$ cat config.mk
export PLATFORM = sky130hd
export DESIGN_NAME = pll_pwr_seq
export DESIGN_NICKNAME = d
export VERILOG_FILES = /design/src/rtl/pll_seq_pkg.sv /design/src/rtl/pps_timer.sv /design/src/rtl/pps_poll_budget.sv /design/src/rtl/pps_lane.sv /design/src/rtl/pll_pwr_seq.sv
export SDC_FILE = /design/constraint.sdc
export NUM_CORES = 1
export LEC_CHECK = 0
export BUFFER_PORTS_ARGS = -buffer_cell sky130_fd_sc_hd__buf_4
export CAP_MARGIN = 10
export CORE_AREA = 2 2 85 87
export DETAILED_ROUTE_END_ITERATION = 10
export DIE_AREA = 0 0 87 89
export GPL_TIMING_DRIVEN = 0
export PLACE_DENSITY = 0.53
export SYNTH_ARGS = -nofsm -noshare
export SYNTH_HDL_FRONTEND = slang
export SYNTH_SLANG_ARGS = --single-unit
$ cat constraint.sdc
create_clock -name clk -period 4.1 [get_ports clk]
set_input_delay 0.205 -clock clk [delete_from_list [all_inputs] [get_ports clk]]
set_output_delay 0.205 -clock clk [all_outputs]
set_load 0.05 [all_outputs]
$ cat src/rtl/pll_seq_pkg.sv
package pll_seq_pkg;

    typedef enum logic [4:0] {
        S_OFF,
        S_UP_M_CTRL,
        S_UP_M_MUX,
        S_UP_M_SETTLE,
        S_UP_S_CTRL,
        S_UP_S_MUX,
        S_UP_S_SETTLE,
        S_CFG,
        S_START,
        S_POLL_CHK,
        S_POLL_WAIT,
        S_UP_M_GCLK,
        S_UP_S_GCLK,
        S_UP_M_RBUF,
        S_UP_S_RBUF,
        S_ON,
        S_FAIL,
        S_DN_M_GATE,
        S_DN_STOP,
        S_DN_M_RBUF,
        S_DN_M_MUX,
        S_DN_M_CTRL,
        S_DN_M_SETTLE,
        S_DN_S_GATE,
        S_DN_S_RBUF,
        S_DN_S_MUX,
        S_DN_S_CTRL,
        S_DN_S_SETTLE
    } seq_state_e;

    // field positions inside one lane's control vector
    localparam int LN_CTRL   = 0;
    localparam int LN_MUX    = 1;
    localparam int LN_GCLK   = 2;
    localparam int LN_RBUF   = 3;
    localparam int LN_FIELDS = 4;

    localparam int LANE_M    = 0;
    localparam int LANE_S    = 1;
    localparam int NUM_LANES = 2;

endpackage

$ cat src/rtl/pps_timer.sv
module pps_timer #(
    parameter int W = 8
) (
    input  logic         clk,
    input  logic         rst_n,
    input  logic         load,
    input  logic [W-1:0] val,
    output logic         done
);
    logic [W-1:0] cnt;

    always_ff @(posedge clk) begin
        if (!rst_n) begin
            cnt <= '0;
        end else if (load) begin
            cnt <= val;
        end else if (cnt != '0) begin
            cnt <= cnt - W'(1);
        end
    end

    // a loaded value of N keeps the waiting state for N cycles
    assign done = (cnt == W'(1));

    // a new wait is only started once the previous one has run out
    assert_timer_idle_load_R11: assert property (@(posedge clk) disable iff (!rst_n)
        load |-> (cnt == '0));

endmodule

$ cat src/rtl/pps_poll_budget.sv
module pps_poll_budget #(
    parameter int MAXN = 50,
    parameter int W    = 6
) (
    input  logic clk,
    input  logic rst_n,
    input  logic clr,
    input  logic inc,
    output logic last
);
    logic [W-1:0] cnt;

    always_ff @(posedge clk) begin
        if (!rst_n || clr) begin
            cnt <= '0;
        end else if (inc) begin
            cnt <= cnt + W'(1);
        end
    end

    assign last = (cnt == W'(MAXN));

    // the number of checks never runs past the budget
    assert_poll_no_overrun_R5: assert property (@(posedge clk) disable iff (!rst_n)
        cnt <= W'(MAXN));

endmodule

$ cat src/rtl/pps_lane.sv
module pps_lane
    import pll_seq_pkg::*;
(
    input  logic                 clk,
    input  logic                 rst_n,
    input  logic [LN_FIELDS-1:0] set_i,
    input  logic [LN_FIELDS-1:0] clr_i,
    output logic [LN_FIELDS-1:0] lvl_o
);
    always_ff @(posedge clk) begin
        if (!rst_n) begin
            lvl_o <= '0;
        end else begin
            lvl_o <= (lvl_o | set_i) & ~clr_i;
        end
    end

    // the mux is only on while the bias bit is on
    assert_mux_needs_bias_R2: assert property (@(posedge clk) disable iff (!rst_n)
        lvl_o[LN_MUX] |-> lvl_o[LN_CTRL]);

    // the sequencer never asks to set and clear one field together
    assert_no_set_clr_clash_R7: assert property (@(posedge clk) disable iff (!rst_n)
        (set_i & clr_i) == '0);

endmodule

$ cat src/rtl/pll_pwr_seq.sv
module pll_pwr_seq
    import pll_seq_pkg::*;
#(
    parameter int CYC_PER_US = 250,
    parameter int SETTLE_NS  = 250,
    parameter int POLL_US    = 100,
    parameter int TIMEOUT_US = 5000
) (
    input  logic clk,
    input  logic rst_n,
    input  logic pwr_req,
    input  logic slave_present,
    input  logic pll_lock,
    output logic m_phy_bias,
    output logic m_sys_mux,
    output logic m_gclk_en,
    output logic m_rbuf_en,
    output logic s_phy_bias,
    output logic s_sys_mux,
    output logic s_gclk_en,
    output logic s_rbuf_en,
    output logic cfg_load,
    output logic pll_run,
    output logic pll_on,
    output logic lock_err
);
    localparam int SETTLE_RAW = (CYC_PER_US * SETTLE_NS + 999) / 1000;
    localparam int SETTLE_CYC = (SETTLE_RAW < 1) ? 1 : SETTLE_RAW;
    localparam int POLL_RAW   = CYC_PER_US * POLL_US;
    localparam int POLL_CYC   = (POLL_RAW < 2) ? 2 : POLL_RAW;
    localparam int NPOLL_RAW  = TIMEOUT_US / POLL_US;
    localparam int NUM_POLLS  = (NPOLL_RAW < 1) ? 1 : NPOLL_RAW;
    localparam int TMR_MAX    = (POLL_CYC > SETTLE_CYC) ? POLL_CYC : SETTLE_CYC;
    localparam int TW         = $clog2(TMR_MAX + 1);
    localparam int PW         = $clog2(NUM_POLLS + 1);

    localparam logic [TW-1:0] SETTLE_V = TW'(SETTLE_CYC);
    localparam logic [TW-1:0] POLL_V   = TW'(POLL_CYC - 1);

    seq_state_e st, nxt;
    logic       slv_q;

    logic [NUM_LANES-1:0][LN_FIELDS-1:0] ln_set, ln_clr, ln_lvl;
    logic          cfg_pulse, run_set, run_clr, on_set, on_clr, err_set, err_clr;
    logic          tmr_load, tmr_done, poll_clr, poll_inc, poll_last, cap_slv;
    logic [TW-1:0] tmr_val;

    pps_timer #(.W(TW)) u_timer (
        .clk   (clk),
        .rst_n (rst_n),
        .load  (tmr_load),
        .val   (tmr_val),
        .done  (tmr_done)
    );

    pps_poll_budget #(.MAXN(NUM_POLLS), .W(PW)) u_budget (
        .clk   (clk),
        .rst_n (rst_n),
        .clr   (poll_clr),
        .inc   (poll_inc),
        .last  (poll_last)
    );

    for (genvar g = 0; g < NUM_LANES; g++) begin : g_lane
        pps_lane u_lane (
            .clk   (clk),
            .rst_n (rst_n),
            .set_i (ln_set[g]),
            .clr_i (ln_clr[g]),
            .lvl_o (ln_lvl[g])
        );
    end

    // state register and slave latch
    always_ff @(posedge clk) begin
        if (!rst_n) begin
            st    <= S_OFF;
            slv_q <= 1'b0;
        end else begin
            st <= nxt;
            if (cap_slv) slv_q <= slave_present;
        end
    end

    // next state and action decode
    always_comb begin
        nxt       = st;
        ln_set    = '0;
        ln_clr    = '0;
        cfg_pulse = 1'b0;
        run_set   = 1'b0;
        run_clr   = 1'b0;
        on_set    = 1'b0;
        on_clr    = 1'b0;
        err_set   = 1'b0;
        err_clr   = 1'b0;
        tmr_load  = 1'b0;
        tmr_val   = SETTLE_V;
        poll_clr  = 1'b0;
        poll_inc  = 1'b0;
        cap_slv   = 1'b0;
        unique case (st)
            S_OFF: begin
                if (pwr_req) begin
                    err_clr = 1'b1;
                    cap_slv = 1'b1;
                    nxt     = S_UP_M_CTRL;
                end
            end
            S_UP_M_CTRL: begin
                ln_set[LANE_M][LN_CTRL] = 1'b1;
                nxt = S_UP_M_MUX;
            end
            S_UP_M_MUX: begin
                ln_set[LANE_M][LN_MUX] = 1'b1;
                tmr_load = 1'b1;
                nxt = S_UP_M_SETTLE;
            end
            S_UP_M_SETTLE: begin
                if (tmr_done) nxt = slv_q ? S_UP_S_CTRL : S_CFG;
            end
            S_UP_S_CTRL: begin
                ln_set[LANE_S][LN_CTRL] = 1'b1;
                nxt = S_UP_S_MUX;
            end
            S_UP_S_MUX: begin
                ln_set[LANE_S][LN_MUX] = 1'b1;
                tmr_load = 1'b1;
                nxt = S_UP_S_SETTLE;
            end
            S_UP_S_SETTLE: begin
                if (tmr_done) nxt = S_CFG;
            end
            S_CFG: begin
                cfg_pulse = 1'b1;
                nxt = S_START;
            end
            S_START: begin
                run_set  = 1'b1;
                poll_clr = 1'b1;
                nxt = S_POLL_CHK;
            end
            S_POLL_CHK: begin
                if (pll_lock) begin
                    on_set = 1'b1;
                    nxt = S_UP_M_GCLK;
                end else if (poll_last) begin
                    err_set = 1'b1;
                    nxt = S_FAIL;
                end else begin
                    tmr_load = 1'b1;
                    tmr_val  = POLL_V;
                    poll_inc = 1'b1;
                    nxt = S_POLL_WAIT;
                end
            end
            S_POLL_WAIT: begin
                if (tmr_done) nxt = S_POLL_CHK;
            end
            S_UP_M_GCLK: begin
                ln_set[LANE_M][LN_GCLK] = 1'b1;
                nxt = slv_q ? S_UP_S_GCLK : S_UP_M_RBUF;
            end
            S_UP_S_GCLK: begin
                ln_set[LANE_S][LN_GCLK] = 1'b1;
                nxt = S_UP_M_RBUF;
            end
            S_UP_M_RBUF: begin
                ln_set[LANE_M][LN_RBUF] = 1'b1;
                nxt = slv_q ? S_UP_S_RBUF : S_ON;
            end
            S_UP_S_RBUF: begin
                ln_set[LANE_S][LN_RBUF] = 1'b1;
                nxt = S_ON;
            end
            S_ON, S_FAIL: begin
                if (!pwr_req) nxt = S_DN_M_GATE;
            end
            S_DN_M_GATE: begin
                ln_clr[LANE_M][LN_GCLK] = 1'b1;
                nxt = S_DN_STOP;
            end
            S_DN_STOP: begin
                run_clr = 1'b1;
                nxt = S_DN_M_RBUF;
            end
            S_DN_M_RBUF: begin
                ln_clr[LANE_M][LN_RBUF] = 1'b1;
                nxt = S_DN_M_MUX;
            end
            S_DN_M_MUX: begin
                ln_clr[LANE_M][LN_MUX] = 1'b1;
                nxt = S_DN_M_CTRL;
            end
            S_DN_M_CTRL: begin
                ln_clr[LANE_M][LN_CTRL] = 1'b1;
                tmr_load = 1'b1;
                nxt = S_DN_M_SETTLE;
            end
            S_DN_M_SETTLE: begin
                if (tmr_done) begin
                    if (slv_q) begin
                        nxt = S_DN_S_GATE;
                    end else begin
                        on_clr = 1'b1;
                        nxt = S_OFF;
                    end
                end
            end
            S_DN_S_GATE: begin
                ln_clr[LANE_S][LN_GCLK] = 1'b1;
                nxt = S_DN_S_RBUF;
            end
            S_DN_S_RBUF: begin
                ln_clr[LANE_S][LN_RBUF] = 1'b1;
                nxt = S_DN_S_MUX;
            end
            S_DN_S_MUX: begin
                ln_clr[LANE_S][LN_MUX] = 1'b1;
                nxt = S_DN_S_CTRL;
            end
            S_DN_S_CTRL: begin
                ln_clr[LANE_S][LN_CTRL] = 1'b1;
                tmr_load = 1'b1;
                nxt = S_DN_S_SETTLE;
            end
            S_DN_S_SETTLE: begin
                if (tmr_done) begin
                    on_clr = 1'b1;
                    nxt = S_OFF;
                end
            end
            default: nxt = S_OFF;
        endcase
    end

    // registered status and strobe outputs
    always_ff @(posedge clk) begin
        if (!rst_n) begin
            cfg_load <= 1'b0;
            pll_run  <= 1'b0;
            pll_on   <= 1'b0;
            lock_err <= 1'b0;
        end else begin
            cfg_load <= cfg_pulse;
            pll_run  <= (pll_run  | run_set) & ~run_clr;
            pll_on   <= (pll_on   | on_set)  & ~on_clr;
            lock_err <= (lock_err | err_set) & ~err_clr;
        end
    end

    assign m_phy_bias = ln_lvl[LANE_M][LN_CTRL];
    assign m_sys_mux  = ln_lvl[LANE_M][LN_MUX];
    assign m_gclk_en  = ln_lvl[LANE_M][LN_GCLK];
    assign m_rbuf_en  = ln_lvl[LANE_M][LN_RBUF];
    assign s_phy_bias = ln_lvl[LANE_S][LN_CTRL];
    assign s_sys_mux  = ln_lvl[LANE_S][LN_MUX];
    assign s_gclk_en  = ln_lvl[LANE_S][LN_GCLK];
    assign s_rbuf_en  = ln_lvl[LANE_S][LN_RBUF];

    // config strobe is a single cycle wide
    assert_cfg_single_pulse_R3: assert property (@(posedge clk) disable iff (!rst_n)
        cfg_load |=> !cfg_load);

    // the PLL only runs with master bias and mux on
    assert_run_needs_bias_R3: assert property (@(posedge clk) disable iff (!rst_n)
        pll_run |-> (m_phy_bias && m_sys_mux));

    // pll_on only rises after a high lock sample
    assert_on_after_lock_R4: assert property (@(posedge clk) disable iff (!rst_n)
        $rose(pll_on) |-> $past(pll_lock));

    // an error and an in-service PLL never coexist
    assert_err_blocks_on_R5: assert property (@(posedge clk) disable iff (!rst_n)
        lock_err |-> (!pll_on && !m_gclk_en && !s_gclk_en));

    // clock and buffer enables only while the PLL is on
    assert_gates_need_on_R6: assert property (@(posedge clk) disable iff (!rst_n)
        (m_gclk_en || s_gclk_en || m_rbuf_en || s_rbuf_en) |-> pll_on);

    // the master clock is already gated when the PLL stops
    assert_gate_before_stop_R7: assert property (@(posedge clk) disable iff (!rst_n)
        $fell(pll_run) |-> !m_gclk_en);

    // slave lane stays off unless a slave was latched
    assert_slave_only_if_latched_R8: assert property (@(posedge clk) disable iff (!rst_n)
        !slv_q |-> !s_phy_bias);

endmodule

Word-level counts from Yosys, hierarchy flattened
Index checks and enable logic that the tools add are counted.
{ "word_totals": {"ff_bits": 39, "out_inout_bits": 12, "elab_cells": 124} }
{ "classes": {"addsub": 2, "eq_ne": 36, "n_mux": 53, "n_bitwise": 15, "n_reduce_logical": 8} }
{ "op_table": {"columns": ["cell", "n"], "rows": [
  ["$pmux 5 s27", 1],
  ["$mux 15", 5],
  ["$eq 5x5->1 const B", 12],
  ["$mux 5", 10],
  ["$eq 5x4->1 const B", 8],
  ["$mux 1", 34],
  ["$eq 5x3->1 const B", 4],
  ["$eq 15x1->1 const B", 1],
  ["$reduce_bool 15->1", 1],
  ["$sub 15x1->15 const B", 1],
  ["$ne 2x2->1 const B", 7],
  ["$eq 5x2->1 const B", 2],
  ["$and 4x4->4", 2],
  ["$not 4->4", 2],
  ["$or 4x4->4", 2],
  ["$reduce_and 7->1", 1],
  ["$add 6x1->6 const B", 1],
  ["$eq 6x6->1 const B", 1],
  ["$eq 5x1->1 const B", 1],
  ["$logic_not 5->1", 1],
  ["$pmux 1 s2", 2],
  ["$reduce_or 4->1", 1],
  ["$and 1x1->1", 3],
  ["$not 1->1", 3],
  ["6 further kinds", 8]
]} }

Logic depth before layout (Yosys ltp)
{ "depth": {"word_depth": 6, "mapped_depth": 8, "mapped_depth_nobuf": 7} }

Cells and area by module
From an unflattened synthesis, not the netlist that was laid out.
{ "hier_totals": {"cells_unflattened": 301, "area_unflattened_um2": 2461.1} }
{ "modules_own_cells": {"columns": ["module", "n_inst", "cells_per_inst", "area_per_inst_um2"], "rows": [
  ["pll_pwr_seq", 1, 141, 1021.0],
  ["pps_timer", 1, 107, 878.3],
  ["pps_lane", 2, 12, 145.1],
  ["pps_poll_budget", 1, 29, 271.5]
]} }

Least setup slack after synthesis
Ideal clock, no wire load.
{ "synth_path": {"kind": "reg2reg", "startpoint": "register u_timer.cnt[4]", "endpoint": "register st[3]", "setup_ns": 0.121, "arrival_time_ns": 1.531, "required_time_ns": 3.979, "slack_ns": 2.448, "stages_incl_launch_ff": 6, "n_path_buf": 0, "synth_period_minus_slack_ns": 1.652, "path_cell_list": "dfxtp_1 > nor4_2 > and4_1 > nor3_2 > nor2_4 > mux2_2"} }
{ "synth_via": {"elab_chain_cells": 3} }
{ "synth_rtl": {"columns": ["element", "line_no", "source"], "rows": [
  ["from (decl)", "pps_timer.sv:10", "logic [W-1:0] cnt;"],
  ["from (signal assigned)", "pps_timer.sv:16", "cnt <= val;"],
  ["from (signal assigned)", "pps_timer.sv:18", "cnt <= cnt - W'(1);"],
  ["$eq 15x1->1 *", "pps_timer.sv:23", "assign done = (cnt == W'(1));"],
  ["$ne 2x2->1 (no line)", null, null],
  ["$reduce_and 7->1 (no line) *", null, null],
  ["to (signal assigned)", "pll_pwr_seq.sv:80", "st <= nxt;"],
  ["to (decl)", "pll_pwr_seq.sv:40", "seq_state_e st, nxt;"]
]} }
Every way passes the cells marked *; elsewhere a longest branch is shown, timed or not.
A chain may end at the register's enable or synchronous reset.

Final worst setup path
{ "layout_path": {"startpoint": "register u_timer.cnt[0]", "endpoint": "register st[4]"} }
Same word-level chain as after synthesis.

==> out/metrics.yaml <==
logic_synthesis:
  mappedNetlistArea_um2: 2340
  largest_family_of_logic_cells_by_synthesized_area: "simple AND/OR/NAND/NOR gates"
  synth.ff_latch_count: 39
  synth.yosys.warnings: 0
  synth-xor-area-share_pct: 7.87
  mappedNetlistNets: 293
  synth_cell_types: 61
  post_synth_and_or_nand_nor_area_fraction_pct: 28.7
  post_synth_inst_count: 283
  synthesis.area_per_instance_um2: 8.25
  yosys.area_share.adder_pct: 2.68
  yosys_most_used_dff: "dfxtp_1"
  synth_top_area_share_pct: 33.4
  synth_compound_area_share_pct: 20.1
  synth-async-reset-ratio_pct: 0
  post_synthesis_cell_type_with_the_largest_combined_area: "dfxtp_1"
  yosysSeqAreaShare_pct: 33.4
  synth.area.top_cells: "dfxtp_1 33%, xor2_1 5.2%, o21ai_0 5.1%, nor2_1 4.3%, nand2_1 3.7%"
  number_of_flops_mapped_to_enable_cells_by_yosys: 0
  post_synth_mux_area_share_pct: 2.25
global_routing:
  first_global_vias: 2036
  grt.total_usage_pct: 17.1
  grt_use_met1_pct: 24.1
  groute.layer.met2.usage_pct: 26.2
  globalRouteMet3Util_pct: 3.42
  grt_first_pass_wirelength_um: 10400
  grt_max_degree: 13
  grt.overflow.total: 0
  grt_most_used_layer: "met2"
  initial_antenna_violation_count: 0
clock_network:
  max-clock-path-buffers: 2
  htree_levels: 2
  clk_pin_slew_ns: 0.08
  cts_root_buffer: "clkbuf_8"
  cts_num_sinks: 39
  cts_hold_buf: 0
  tritoncts: "built"
  worstSkewPairLatency_ns: 0.30
  postCtsResizedCells: 0
  numCtsBuffers: 5
  cts_setup_buffers: 0
sta:
  finalCriticalPeriod_ns: 1.98
  achievable-frequency_mhz: 505
  skew_ns: 0.00803
  max_slew.worst_pin.slew_ns: 0.638
  slew-limit-headroom_pct: 57.5
  rsz0062_at_grt: "no"
  finalHoldViolations: 0
  finalMaxSlewViolations: 0
  fin_tns_setup_ns: 0
  report.final.setup_viol: 0
  final.hold.worst_slack_ns: 0.178
  final_worst_path_period_share_pct: 48.3
layout:
  area_delta_synth_final_pct: 14.5
  diodes: 0
  drive_gt1_share_pct: 17.9
  post-route-util_pct: 39.8
  stdcell_count: 387
  finalNetCount: 316
die:
  chipWidth_um: 87
  io-pin-count: 17
  rows: 30
  initial_utilization_pct: 34.8
  die_height_um: 89
  fp.dieArea_um2: 7740
  placeableCoreArea_um2: 6720
placement:
  placed_cells: 379
  finalWeightedCongestion: 0.864
  dpl.hpwl_um: 4410
  port_buffers: 16
setup_path:
  timing_worst_setup_path_type: "flip-flop to flip-flop"
  cp.arrival_ns: 2.17
  crit_chain: "ha_1 -> nor4b_1 -> and4_1 -> nor3_2 -> nor2_4 -> mux2_2"
  worstSetupStartpointType: "flip-flop"
  crit_path_leading_delay_family: "simple AND/OR/NAND/NOR gates"
  cp-end-kind: "flip-flop"
  critPathRequiredTime_ns: 4.29
  worst_path_largest_cell_delay_ns: 0.42
  critPathMaxFanout: 5
  r2r_slack_ns: 2.12
  critical-path-slowest-cell: "dfxtp_1"
  worst_path_buf_inv: 0
routing:
  routed-via-count: 2163
  detail_route.wirelength_um: 6160
  initialDrtViolationCount: 115
  detail-route-antenna-nets: 0
  drt-wirelength-per-cell_um: 15.9
  post-route-drc-count: 0
  viasPerCell: 5.59
  drtPass1Iterations: 5
power:
  total_chip_power_mw: 1.87
  cellLeakagePower_nw: 1.05
  power_per_cell_area_nw_per_um2: 701
  max-vdd-ir-drop_mv: 0.251
status:
  outcome: "completed"
job:
  maxCapViolCount: 0
min_path:
  hold_path.class: "input pin to flip-flop"
==> power by group <==
part / total, mW / leakage (nW) / switching (mW) / internal [mW]
Clock: 0.342 / 0.0612 / 0.145 / 0.197
Sequential: 0.582 / 0.318 / 0.108 / 0.474
Combinational: 0.950 / 0.671 / 0.549 / 0.401
==> final cells by class <==
cell class	instances	area, µm²
buffer	17	85.1
clock buffer	6	82.6
clock inverter	2	35.0
fill	698	4050
inverter	8	30.0
multi-input combinational	219	1440
sequential	39	781
tap	80	100
timing repair buffer	16	120
==> sequential cells by signal, indices dropped and copies added (netlist names) <==
signal,flops
pll_on,1
u_timer.cnt,15
g_lane.u_lane.lvl_o,8
st,5
pll_run,1
lock_err,1
cfg_load,1
u_budget.cnt,6
slv_q,1
==> worst min-delay path, delay by kind of cell <==
kind / cells / cell delay (ns)
buf+inv: 1 / 0.08
simple gates: 1 / 0.10
mux: 1 / 0.05
==> metrics by stage <==
stage / cell area, µm² / worst slack [ns]
after floorplan: 2340 / 2.45
after CTS: 2670 / 2.15
final: 2670 / 2.12
after detailed placement: 2560 / 2.19
after global placement: 2560 / 2.12
after global routing: 2670 / 2.01
==> path summary, 6_finish.rpt <==
kind	cells past startpoint	to	from
worst max-delay path	6	st[4]	u_timer.cnt[0]
worst min-delay path	3	slv_q	slave_present
worst max register to register	6	st[4]	u_timer.cnt[0]
worst min register to register	2	lock_err	lock_err
==> routing by layer <==
layer | wire (µm) | vias up
li1 | - | 1065
met1 | 2990 | 1013
met2 | 2730 | 73
met3 | 326 | 12
met4 | 110 | 0
met5 | 0 | -
==> cells in the final DEF (no fill, tap or decap), types with 3 or more instances in the layout <==
| master | count |
|---|---|
| o211ai_1 | 3 |
| nor2_1 | 27 |
| clkbuf_1 | 3 |
| a21boi_0 | 4 |
| nor2b_1 | 6 |
| xor2_1 | 14 |
| and3_1 | 3 |
| nand3_1 | 7 |
| nor3_1 | 5 |
| dfxtp_1 | 39 |
| xnor2_1 | 7 |
| ha_1 | 5 |
| clkbuf_8 | 6 |
| a21boi_1 | 6 |
| nand2b_1 | 4 |
| nand4_1 | 10 |
| buf_2 | 11 |
| mux2i_1 | 3 |
| o21ai_0 | 24 |
| and2_1 | 8 |
| buf_4 | 18 |
| or4_4 | 3 |
| o31ai_1 | 3 |
| a21oi_1 | 10 |
| nand2_1 | 23 |
| inv_1 | 7 |
| o21ai_1 | 3 |
==> cells by family after synthesis <==
kind of cell	Yosys count
adder cells (fa/ha/maj)	5
XOR/XNOR	21
AO/OA/AOI/OAI	72
buffers and inverters	25
AND/OR/NAND/NOR	116
multiplexers	5
flip-flops	39
==> synthesized netlist by cell type, drive strengths merged, types with 2 or more instances <==
master	instances
or3	2
nor2	28
o21ai	27
mux2i	3
xor2	14
nand2	24
buf	14
o22ai	2
a31o	2
nand2b	4
ha	5
nor4b	2
a21boi	10
and3	3
o31ai	3
and2	9
nor3	7
clkbuf	3
nor4	5
nor2b	6
inv	8
nand3	7
nor3b	2
or4	3
mux2	2
o211ai	3
xnor2	7
a21oi	10
a32o	2
dfxtp	39
nand4	10
Power figures use the tool's default switching activity.
